--- src/rtl/ilk_pkg.sv ---
package ilk_pkg;
   localparam int KIND_W = 3;
   localparam int NEED_W = 2;

   typedef enum logic [KIND_W-1:0] {
      PK_NONE    = 3'd0,
      PK_EXEC    = 3'd1,
      PK_LOAD    = 3'd2,
      PK_MW_LAST = 3'd3,
      PK_MW_PREV = 3'd4
   } prod_kind_e;

   // cycles between the stage that reads a source and the issue stage
   function automatic int need_offset(input logic [NEED_W-1:0] n);
      case (n)
         2'd0:    return 0;
         2'd1:    return 1;
         default: return 2;
      endcase
   endfunction
endpackage

--- src/rtl/ilk_history.sv ---
module ilk_history #(
   parameter int RW    = 5,
   parameter int DEPTH = 2,
   parameter int KW    = 3
) (
   input  logic                clk,
   input  logic                rst_n,
   input  logic                push,
   input  logic [KW-1:0]       in_kind0,
   input  logic [RW-1:0]       in_reg0,
   input  logic [KW-1:0]       in_kind1,
   input  logic [RW-1:0]       in_reg1,
   output logic [DEPTH*KW-1:0] h_kind0,
   output logic [DEPTH*RW-1:0] h_reg0,
   output logic [DEPTH*KW-1:0] h_kind1,
   output logic [DEPTH*RW-1:0] h_reg1
);
   logic [KW-1:0] k0_q [DEPTH];
   logic [KW-1:0] k1_q [DEPTH];
   logic [RW-1:0] r0_q [DEPTH];
   logic [RW-1:0] r1_q [DEPTH];

   // slot e holds the producer that issued e+1 cycles ago
   always_ff @(posedge clk) begin
      if (!rst_n) begin
         for (int e = 0; e < DEPTH; e++) begin
            k0_q[e] <= '0;
            k1_q[e] <= '0;
            r0_q[e] <= '0;
            r1_q[e] <= '0;
         end
      end else begin
         k0_q[0] <= push ? in_kind0 : '0;
         k1_q[0] <= push ? in_kind1 : '0;
         r0_q[0] <= push ? in_reg0  : '0;
         r1_q[0] <= push ? in_reg1  : '0;
         for (int e = 1; e < DEPTH; e++) begin
            k0_q[e] <= k0_q[e-1];
            k1_q[e] <= k1_q[e-1];
            r0_q[e] <= r0_q[e-1];
            r1_q[e] <= r1_q[e-1];
         end
      end
   end

   for (genvar e = 0; e < DEPTH; e++) begin : g_flat
      assign h_kind0[e*KW +: KW] = k0_q[e];
      assign h_kind1[e*KW +: KW] = k1_q[e];
      assign h_reg0[e*RW +: RW]  = r0_q[e];
      assign h_reg1[e*RW +: RW]  = r1_q[e];
   end
endmodule

--- src/rtl/ilk_compare.sv ---
module ilk_compare #(
   parameter int RW          = 5,
   parameter int NSRC        = 3,
   parameter int DEPTH       = 2,
   parameter int KW          = 3,
   parameter int CW          = 2,
   parameter int GAP_EXEC    = 2,
   parameter int GAP_LOAD    = 3,
   parameter int GAP_MW_LAST = 3,
   parameter int GAP_MW_PREV = 2,
   parameter bit ZERO_HW     = 1'b0
) (
   input  logic [DEPTH*KW-1:0] h_kind0,
   input  logic [DEPTH*RW-1:0] h_reg0,
   input  logic [DEPTH*KW-1:0] h_kind1,
   input  logic [DEPTH*RW-1:0] h_reg1,
   input  logic [NSRC-1:0]     src_vld,
   input  logic [NSRC*RW-1:0]  src_reg,
   input  logic [NSRC*2-1:0]   src_need,
   output logic [CW-1:0]       need_cnt
);
   import ilk_pkg::*;

   localparam int NSLOT = 2;
   localparam int NCMP  = DEPTH * NSLOT * NSRC;

   // issue-side distance of each class; execute needs subtract from it
   function automatic int base_gap(input logic [KW-1:0] k);
      case (k)
         PK_EXEC:    return GAP_EXEC;
         PK_LOAD:    return GAP_LOAD;
         PK_MW_LAST: return GAP_MW_LAST;
         PK_MW_PREV: return GAP_MW_PREV;
         default:    return 0;
      endcase
   endfunction

   function automatic logic [CW-1:0] pair_need(
      input logic [KW-1:0] kd, input logic [RW-1:0] rd,
      input logic sv, input logic [RW-1:0] sr, input logic [1:0] sn,
      input int age);
      int g;
      g = base_gap(kd) - need_offset(sn) - age;
      if (!sv || rd != sr || g <= 0) return '0;
      if (ZERO_HW && sr == '0) return '0;
      return CW'(g);
   endfunction

   logic [CW-1:0] elem [NCMP];

   for (genvar e = 0; e < DEPTH; e++) begin : g_age
      for (genvar s = 0; s < NSLOT; s++) begin : g_slot
         logic [KW-1:0] kd;
         logic [RW-1:0] rd;
         if (s == 0) begin : g_d0
            assign kd = h_kind0[e*KW +: KW];
            assign rd = h_reg0[e*RW +: RW];
         end else begin : g_d1
            assign kd = h_kind1[e*KW +: KW];
            assign rd = h_reg1[e*RW +: RW];
         end
         for (genvar k = 0; k < NSRC; k++) begin : g_src
            assign elem[(e*NSLOT + s)*NSRC + k] =
               pair_need(kd, rd, src_vld[k], src_reg[k*RW +: RW],
                         src_need[k*2 +: 2], e + 1);
         end
      end
   end

   always_comb begin
      need_cnt = '0;
      for (int i = 0; i < NCMP; i++) begin
         if (elem[i] > need_cnt) need_cnt = elem[i];
      end
   end
endmodule

--- src/rtl/ilk_interlock.sv ---
module ilk_interlock #(
   parameter int RW          = 5,
   parameter int NSRC        = 3,
   parameter int GAP_EXEC    = 2,
   parameter int GAP_LOAD    = 3,
   parameter int GAP_MW_LAST = 3,
   parameter int GAP_MW_PREV = 2,
   parameter bit ZERO_HW     = 1'b0,
   localparam int MAX_GAP =
      (GAP_EXEC > GAP_LOAD ? GAP_EXEC : GAP_LOAD) > (GAP_MW_LAST > GAP_MW_PREV ? GAP_MW_LAST : GAP_MW_PREV)
      ? (GAP_EXEC > GAP_LOAD ? GAP_EXEC : GAP_LOAD)
      : (GAP_MW_LAST > GAP_MW_PREV ? GAP_MW_LAST : GAP_MW_PREV),
   localparam int CW = $clog2(MAX_GAP)
) (
   input  logic              clk,
   input  logic              rst_n,
   input  logic              cand_valid,
   input  logic [NSRC-1:0]   cand_src_vld,
   input  logic [NSRC*RW-1:0] cand_src_reg,
   input  logic [NSRC*2-1:0] cand_src_need,
   input  logic [2:0]        cand_dst0_kind,
   input  logic [RW-1:0]     cand_dst0_reg,
   input  logic [2:0]        cand_dst1_kind,
   input  logic [RW-1:0]     cand_dst1_reg,
   output logic              stall,
   output logic [CW-1:0]     stall_cnt
);
   localparam int KW    = ilk_pkg::KIND_W;
   localparam int DEPTH = MAX_GAP - 1;

   if (RW < 1 || NSRC < 1) begin : g_bad_size
      $error("ilk_interlock: RW and NSRC must be at least 1");
   end
   if (GAP_EXEC < 1 || GAP_LOAD < 1 || GAP_MW_LAST < 1 || GAP_MW_PREV < 1) begin : g_bad_gap
      $error("ilk_interlock: every class distance must be at least 1");
   end
   if (MAX_GAP < 2) begin : g_bad_depth
      $error("ilk_interlock: largest distance must be at least 2");
   end

   logic [DEPTH*KW-1:0] h_kind0, h_kind1;
   logic [DEPTH*RW-1:0] h_reg0, h_reg1;
   logic [CW-1:0]       need_cnt;
   logic                push;

   assign push      = cand_valid && (need_cnt == '0);
   assign stall     = cand_valid && (need_cnt != '0);
   assign stall_cnt = cand_valid ? need_cnt : '0;

   ilk_history #(.RW(RW), .DEPTH(DEPTH), .KW(KW)) u_hist (
      .clk      (clk),
      .rst_n    (rst_n),
      .push     (push),
      .in_kind0 (cand_dst0_kind),
      .in_reg0  (cand_dst0_reg),
      .in_kind1 (cand_dst1_kind),
      .in_reg1  (cand_dst1_reg),
      .h_kind0  (h_kind0),
      .h_reg0   (h_reg0),
      .h_kind1  (h_kind1),
      .h_reg1   (h_reg1)
   );

   ilk_compare #(
      .RW(RW), .NSRC(NSRC), .DEPTH(DEPTH), .KW(KW), .CW(CW),
      .GAP_EXEC(GAP_EXEC), .GAP_LOAD(GAP_LOAD),
      .GAP_MW_LAST(GAP_MW_LAST), .GAP_MW_PREV(GAP_MW_PREV),
      .ZERO_HW(ZERO_HW)
   ) u_cmp (
      .h_kind0  (h_kind0),
      .h_reg0   (h_reg0),
      .h_kind1  (h_kind1),
      .h_reg1   (h_reg1),
      .src_vld  (cand_src_vld),
      .src_reg  (cand_src_reg),
      .src_need (cand_src_need),
      .need_cnt (need_cnt)
   );
endmodule

--- config.mk ---
export PLATFORM = sky130hd
export DESIGN_NAME = ilk_interlock
export DESIGN_NICKNAME = d
export VERILOG_FILES = /design/src/rtl/ilk_pkg.sv /design/src/rtl/ilk_history.sv /design/src/rtl/ilk_compare.sv /design/src/rtl/ilk_interlock.sv
export SDC_FILE = /design/constraint.sdc
export NUM_CORES = 1
export LEC_CHECK = 0
export ABC_CLOCK_PERIOD_IN_PS = 17400
export BUFFER_PORTS_ARGS = -buffer_cell sky130_fd_sc_hd__buf_2
export CAP_MARGIN = 25
export CORE_MARGIN = 8
export CORE_UTILIZATION = 58
export DETAILED_ROUTE_END_ITERATION = 7
export GPL_TIMING_DRIVEN = 1
export PLACE_DENSITY = 0.8
export SYNTH_ARGS = -nofsm -noshare
export SYNTH_HDL_FRONTEND = slang
export SYNTH_SLANG_ARGS = --single-unit
--- constraint.sdc ---
create_clock -name clk -period 17.4 [get_ports clk]
set_clock_uncertainty 0.15 [all_clocks]
set_input_delay 1.74 -clock clk [delete_from_list [all_inputs] [get_ports clk]]
set_output_delay 1.74 -clock clk [all_outputs]
set_load 0.01 [all_outputs]
# Yosys cells after proc, flatten, opt, wreduce, memory -nomap -nowiden
# Memory sizes are Yosys's and may differ from the RTL's.
# Cells that the tools add are included.
# word_totals
inputBits	43
register_bits	0
word_cells	203
latchBits	0
romBits	0
ram_bits	32
mem_count	4
# memory_table
memory	depth	word_bits	rd	rd_ports_with_merged_regs	wr	line	rtl
u_hist.r0_q	2	5	2	0	2	ilk_history.sv:20	logic [RW-1:0] r0_q [DEPTH];
u_hist.r1_q	2	5	2	0	2	ilk_history.sv:21	logic [RW-1:0] r1_q [DEPTH];
u_hist.k0_q	2	3	2	0	2	ilk_history.sv:18	logic [KW-1:0] k0_q [DEPTH];
u_hist.k1_q	2	3	2	0	2	ilk_history.sv:19	logic [KW-1:0] k1_q [DEPTH];
# op_classes
magnitude_cmp	24
bitwise_logic	8
div	0
n_reduce_logical	42
n_mul	0
mux	70
n_shift	0
eq_ne	31
addsub	24
# op_table
operator	n
$le 32x1->1 const B	12
$sub 32x2->32 const B	6
$sub 32x3->32 const B	6
$mux 2	37
$ne 5x5->1	12
$sub 2x2->3	12
$mux 5	6
$pmux 2 s2	7
$eq 3x2->1 const B	8
$logic_or 1x1->1	24
$gt 2x2->1	11
$mux 3	6
$reduce_or 2->1	8
$mux 1	14
$eq 3x1->1 const B	4
$eq 3x3->1 const B	4
$logic_not 2->1	4
$or 1x1->1	8
$eq 2x1->1 const B	3
$logic_not 1->1	3
$gt 2x1->1 const B	1
$logic_and 1x1->1	2
$reduce_bool 2->1	1

# Depth between registers and ports, before layout
# An unclocked memory read counts as a cell.
# depth
word_depth	38
depth_mapped	73

# Cells and area by module
# From an unflattened synthesis, not the netlist that was laid out.
# hier_totals
cells_unflattened	401
hier_area_um2	3414.5
# modules_own_cells
mod	cells_per_inst	area_per_inst_um2	n_inst	seq_area_each_um2
ilk_compare	329	2503.7	1	0.0
ilk_history	68	875.8	1	640.6
ilk_interlock	4	35.0	1	0.0

# Worst setup path before layout
# Ideal clock, no wire load.
# synth_path
path_kind	input port to output port
from	in cand_src_need[0]
to	out stall
n_path_buf	1
setup_slack_ns	3.361
path_stages	65
t_arrival_ns	12.149
cell_sequence	nor2b_1 ha_1 inv_1 fa_1 ha_1 clkinv_1 a2111oi_2 nand3_1 ha_1 nand2b_1 and3_1 nand3_1 nand2_1 ha_1 inv_1 o22ai_1 a21boi_1 o21bai_1 [29 not listed] nand2b_1 inv_1 ha_1 clkinv_1 o22ai_1 mux2i_1 ha_1 a21oi_1 nand2b_1 o211ai_1 ha_1 inv_1 o22ai_1 nor2_1 a21oi_1 a21bo_1 buf_6 a21o_1
# synth_via
elab_chain_cells	34
word_cells_on_any_way	53
# synth_lines
item	line	rtl
start: declaration	ilk_interlock.sv:20	input logic [NSRC*2-1:0] cand_src_need,
$eq 2x1->1 or $logic_not 2->1 (tied branches)	ilk_pkg.sv:15	case (n)
$pmux 2 s2 *	ilk_pkg.sv:15	
$sub 2x2->3	ilk_compare.sv:43	g = base_gap(kd) - need_offset(sn) - age;
$sub 32x2->32	ilk_compare.sv:43	
$le 32x1->1	ilk_compare.sv:44	if (!sv || rd != sr || g <= 0) return '0;
$logic_or 1x1->1	ilk_compare.sv:44	
$mux 1	ilk_compare.sv:44	
$mux 2	ilk_compare.sv:45	if (ZERO_HW && sr == '0) return '0;
[18 not listed]	-	
$gt 2x2->1	ilk_compare.sv:73	if (elem[i] > need_cnt) need_cnt = elem[i];
$mux 2 *	ilk_compare.sv:73	
$gt 2x2->1	ilk_compare.sv:73	
$mux 2 *	ilk_compare.sv:73	
$gt 2x2->1	ilk_compare.sv:73	
$mux 2 *	ilk_compare.sv:73	
$reduce_bool 2->1 *	ilk_interlock.sv:47	assign stall = cand_valid && (need_cnt != '0);
$logic_and 1x1->1 *	ilk_interlock.sv:47	
end: declaration	ilk_interlock.sv:25	output logic stall,
# Every way passes the cells marked *; elsewhere a longest branch is shown, timed or not.

# Final worst setup path
# layout_path
from	in cand_src_need[1]
to	out stall_cnt[0]
# layout_via
elab_chain_cells	33
word_cells_on_any_way	52
# layout_lines
item	line	rtl
$eq 2x1->1 or $logic_not 2->1 (tied branches)	ilk_pkg.sv:15	
$pmux 2 s2 *	ilk_pkg.sv:15	
$sub 2x2->3	ilk_compare.sv:43	
$sub 32x2->32	ilk_compare.sv:43	
$le 32x1->1	ilk_compare.sv:44	
$logic_or 1x1->1	ilk_compare.sv:44	
$mux 1	ilk_compare.sv:44	
$mux 2	ilk_compare.sv:45	
[17 not listed]	-	
$mux 2	ilk_compare.sv:73	
$gt 2x2->1	ilk_compare.sv:73	
$mux 2 *	ilk_compare.sv:73	
$gt 2x2->1	ilk_compare.sv:73	
$mux 2 *	ilk_compare.sv:73	
$gt 2x2->1	ilk_compare.sv:73	
$mux 2 *	ilk_compare.sv:73	
$mux 2 *	ilk_interlock.sv:48	assign stall_cnt = cand_valid ? need_cnt : '0;
end: declaration	ilk_interlock.sv:26	output logic [CW-1:0] stall_cnt
# Marked as above.

==> results list <==
- The flow ran to the end, and the final reports show no timing, DRC or antenna violations.
- Antenna violations before repair: 0
- Quantity of gates resized following cts: 0
- Max Fclk: 63.21 MHz
- Minimum setup slack among reg-to-reg paths: 4.85 ns
- Most frequently used flop master after synthesis: dfxtp_1
* Sequential-to-total area share from yosys stat: 0.1797
- The congestion estimate from routability-driven global placement came to 0.9677.
- For the worst flop-to-flop path, the logic depth is 63.
- After the last flow step, the layout net total stands at 584.
* Endpoint type of the worst setup path: output port
* RR Startpoint: u_hist.k0_q[0][1]$_SDFF_PN0_
- First-pass GRT wire length: 13390 um
- Arrival time of data at the critical path endpoint: 13.93 ns
* Final hold violation count: 0
- The initialized floorplan defines 28 standard-cell rows.
- Setup total negative slack on the finished layout was measured at 0 ns.
* Total Wirelength: 7805 um
* Worst-Skew Late Latency: 0.28 ns
- Required @ worst endpoint: 15.51 ns
* Clock tree from TritonCTS: done
* Half-perimeter wire length of the detailed placement result: 6838 um
- Residual DRC: 0
- The worst setup path is launched from an input port.
* Depth of the CTS H-tree: 2
- In the post-route analysis, the smallest setup slack over all paths is 1.580 ns.
* Layout overhead on the synthesized area: 10.67%
* Headroom to the max-slew limit: 0.4636
* Worst supply voltage drop on vdd: 63.46 uV
- Max-cap violations in this run came to 0.
- Across every metal layer, demand over resource in global routing totals 0.1886.
- Tmin final: 15.82 ns
* IO buf count: 45
- Width of the chip: 94.40 um
* XOR/XNOR share of the synthesized area: 0.1523
- The routed layout has 2951 vias.
* Number of top-level pins: 46
* Hold worst-path end: u_hist.k0_q[0][3]$_SDFF_PN0_
- In the synthesized netlist, the number of instances is 414.
- Along the worst path, the maximum fanout reaches 18.
* Max clock buf depth: 2
* Setup repair after global routing missed its margin: false
- The count of nets left with antenna violations once routing finished came out at 0.
- Counting instances, the worst hold path has a depth of 1.
* Largest net degree at the start of global routing: 33
* Die height: 94.40 um
* Power Dens Cells: 44.62 mW/mm2
- Of the available clock period, the critical path in the final layout requires 0.9092.
* Post-Place Worst Slack: 1.664 ns
- The number of slew-limit violations in the final report was 0.
- Of the cells placed in the final design, the portion with a size suffix greater than 1 is 0.1502.
- On the worst path, the slowest cell contributes a delay of 0.59 ns.
- Number of buffers added by the clock tree synthesis step: 5
- Yosys mapped a number of flops with a built-in enable equal to 0.
- For the pin with the worst max-slew slack, the measured transition is 0.7989 ns.
- For this configuration, the core starts out at a cell density of 0.6021.
* Combinational family with the most area after synthesis: adder cells
- Wire segments on met3 add up to 356 um in the final route.
* Routed length on met2: 3709 um
- Die Area: 0.008910 mm2
* Synth Area in Adders: 0.2885
- On the critical path, the stage with the largest delay is an instance of a21bo_1.
- Antenna diodes: 0
- Signal routing reaches up to met4.
- Number of distinct standard cells referenced by the synthesized netlist: 48
- The compound-gate portion of the synthesized area came to 0.07336.
- Number of design-rule violations left by the first detailed-router iteration: 140
- Synthesized cell area: 0.003565 mm2
* Leakage: 1.955 nW
- The min-delay analysis places its worst path in the category flip-flop to flip-flop.
* Critical R2R Capture: u_hist.k1_q[0][0]$_SDFF_PN0_
* Post-synthesis share of cell area spent on and, or, nand and nor gates: 0.2397
- The detailed router put a total of 3363 um of wire on met1.
- After clock tree synthesis, the clock-pin slew on the worst setup and hold paths is 0.06 ns.
* Number of clock sinks: 32
- Start-to-end type of the worst setup path: input port to output port
- Startpoint of the worst hold path: u_hist.k0_q[0][0]$_SDFF_PN0_
* CTS Hold Bufs: 0
- Dominant cell type by count on the critical path: ha_1
- Post-Place Cell Area: 0.003867 mm2
* Fraction of synthesis flops using an asynchronous set or reset pin: 0
* Std-Cell Core Area: 0.005921 mm2
- Number of global-route vias before repair: 3020
* Total of flip-flops plus latches after synthesis: 32
- For this run, the number of Yosys warnings is 0.
- In this run the clock root is driven by a clkbuf_8.
- Aggregate global routing overflow: 0
- The finished cells cover 0.003945 mm2.
- Mean instance size in the synthesized netlist: 8.610 um2
- Per-cell routed wire length: 14.43 um
- Measured against the total synthesized area, the mux share comes to 0.005967.
* Count of endpoints failing setup in the final report: 0
- Before antenna repair, the detailed router went through 5 iterations.
* Mean number of vias per cell: 5.455
- Post-CTS setup buffer count: 0
==> critical path, delay by kind of cell <==
| family | cells | cell delay, ns |
|---|---|---|
| compound gates | 21 | 5.04 |
| fa+ha+maj | 14 | 3.55 |
| simple gates | 15 | 2.21 |
| buf+inv | 13 | 0.75 |
| mux | 2 | 0.62 |
==> area by class of cell <==
class	instances	area [um2]
multi-input cells	341	2754
fillers	486	1976
flip-flops and latches	32	640.6
repair buffers	45	225.2
inverters	41	153.9
well taps	75	93.84
clock buffers	6	72.57
clock inverters	1	5.005
==> worst max path at each step <==
| stage | from | end | slack [ns] | cells after the start |
|---|---|---|---|---|
| after detailed placement | cand_src_need[1] | stall_cnt[0] | 1.66 | 65 |
| after global routing | cand_src_need[1] | stall_cnt[0] | 0.47 | 66 |
| after floorplan | cand_src_need[0] | stall | 3.36 | 65 |
| final | cand_src_need[1] | stall_cnt[0] | 1.58 | 65 |
| after CTS | cand_src_need[1] | stall_cnt[0] | 1.64 | 65 |
| after global placement | cand_src_need[1] | stall_cnt[0] | 2.07 | 65 |
==> through the flow <==
stage	total power, mW	util	hold slack [ns]	cells
final	0.1760	0.6663	0.3060	541
after CTS	0.1771	0.6663	0.3101	541
after global routing	0.1881	0.6663	0.3463	541
after global placement	0.1245	0.6532	0.2962	534
after detailed placement	0.1267	0.6532	0.2963	534
after floorplan	0.1123	-	0.2809	424
==> Yosys cell counts (all sizes together) (3+ instances only) <==
cell type	count	area, um2
a21oi	4	23.77
a31oi	3	18.77
and2	20	125.1
and3	3	18.77
clkbuf	8	31.28
clkinv	3	11.26
dfxtp	32	640.6
fa	12	240.2
ha	63	788.3
inv	38	142.6
nand2	41	153.9
nand2b	12	75.07
nand3	9	45.04
nand4	5	31.28
nor2	21	78.83
nor2b	6	37.54
nor3	19	145.1
nor4	9	56.30
nor4b	5	43.79
o22ai	10	62.56
xnor2	17	148.9
xor2	45	394.1
==> where the power goes <==
group          switching (mW)  leakage [nW]  internal [mW]
registers            0.000146         0.258         0.0734
clock network          0.0233        0.0410         0.0271
logic                  0.0302          1.66         0.0218
total                  0.0537          1.95          0.122
==> cells in the final DEF (no fill, tap or decap), types with 12 or more instances in the layout <==
| master | Yosys | final |
|---|---|---|
| ha_1 | 63 | 63 |
| xor2_1 | 45 | 45 |
| nor2_1 | 21 | 21 |
| fa_1 | 12 | 12 |
| and2_1 | 20 | 20 |
| inv_1 | 36 | 36 |
| buf_2 | 0 | 45 |
| nand2b_1 | 12 | 12 |
| xnor2_1 | 17 | 17 |
| dfxtp_1 | 32 | 32 |
| conb_1 | 2 | 12 |
| nand2_1 | 41 | 41 |
==> metal layers <==
metal	vias to the layer above	GRT usage
met5	-	0
met2	92	0.3158
met4	0	0.1162
li1	1469	-
met3	26	0.02302
met1	1364	0.2253
==> registers in the layout (all words and copies together) (netlist names) <==
name,count
u_hist.k0_q,6
u_hist.k1_q,6
u_hist.r0_q,10
u_hist.r1_q,10
==> cells by family (layout without fill, tap and decap cells) <==
| family | count (synthesis) | in the layout |
|---|---|---|
| fa+ha+maj | 75 | 75 |
| other cells | 2 | 12 |
| mux | 2 | 2 |
| compound gates | 34 | 34 |
| simple gates | 156 | 156 |
| buf+inv | 51 | 93 |
| flops | 32 | 32 |
| xor+xnor | 62 | 62 |
Power figures use the tool's default switching activity.
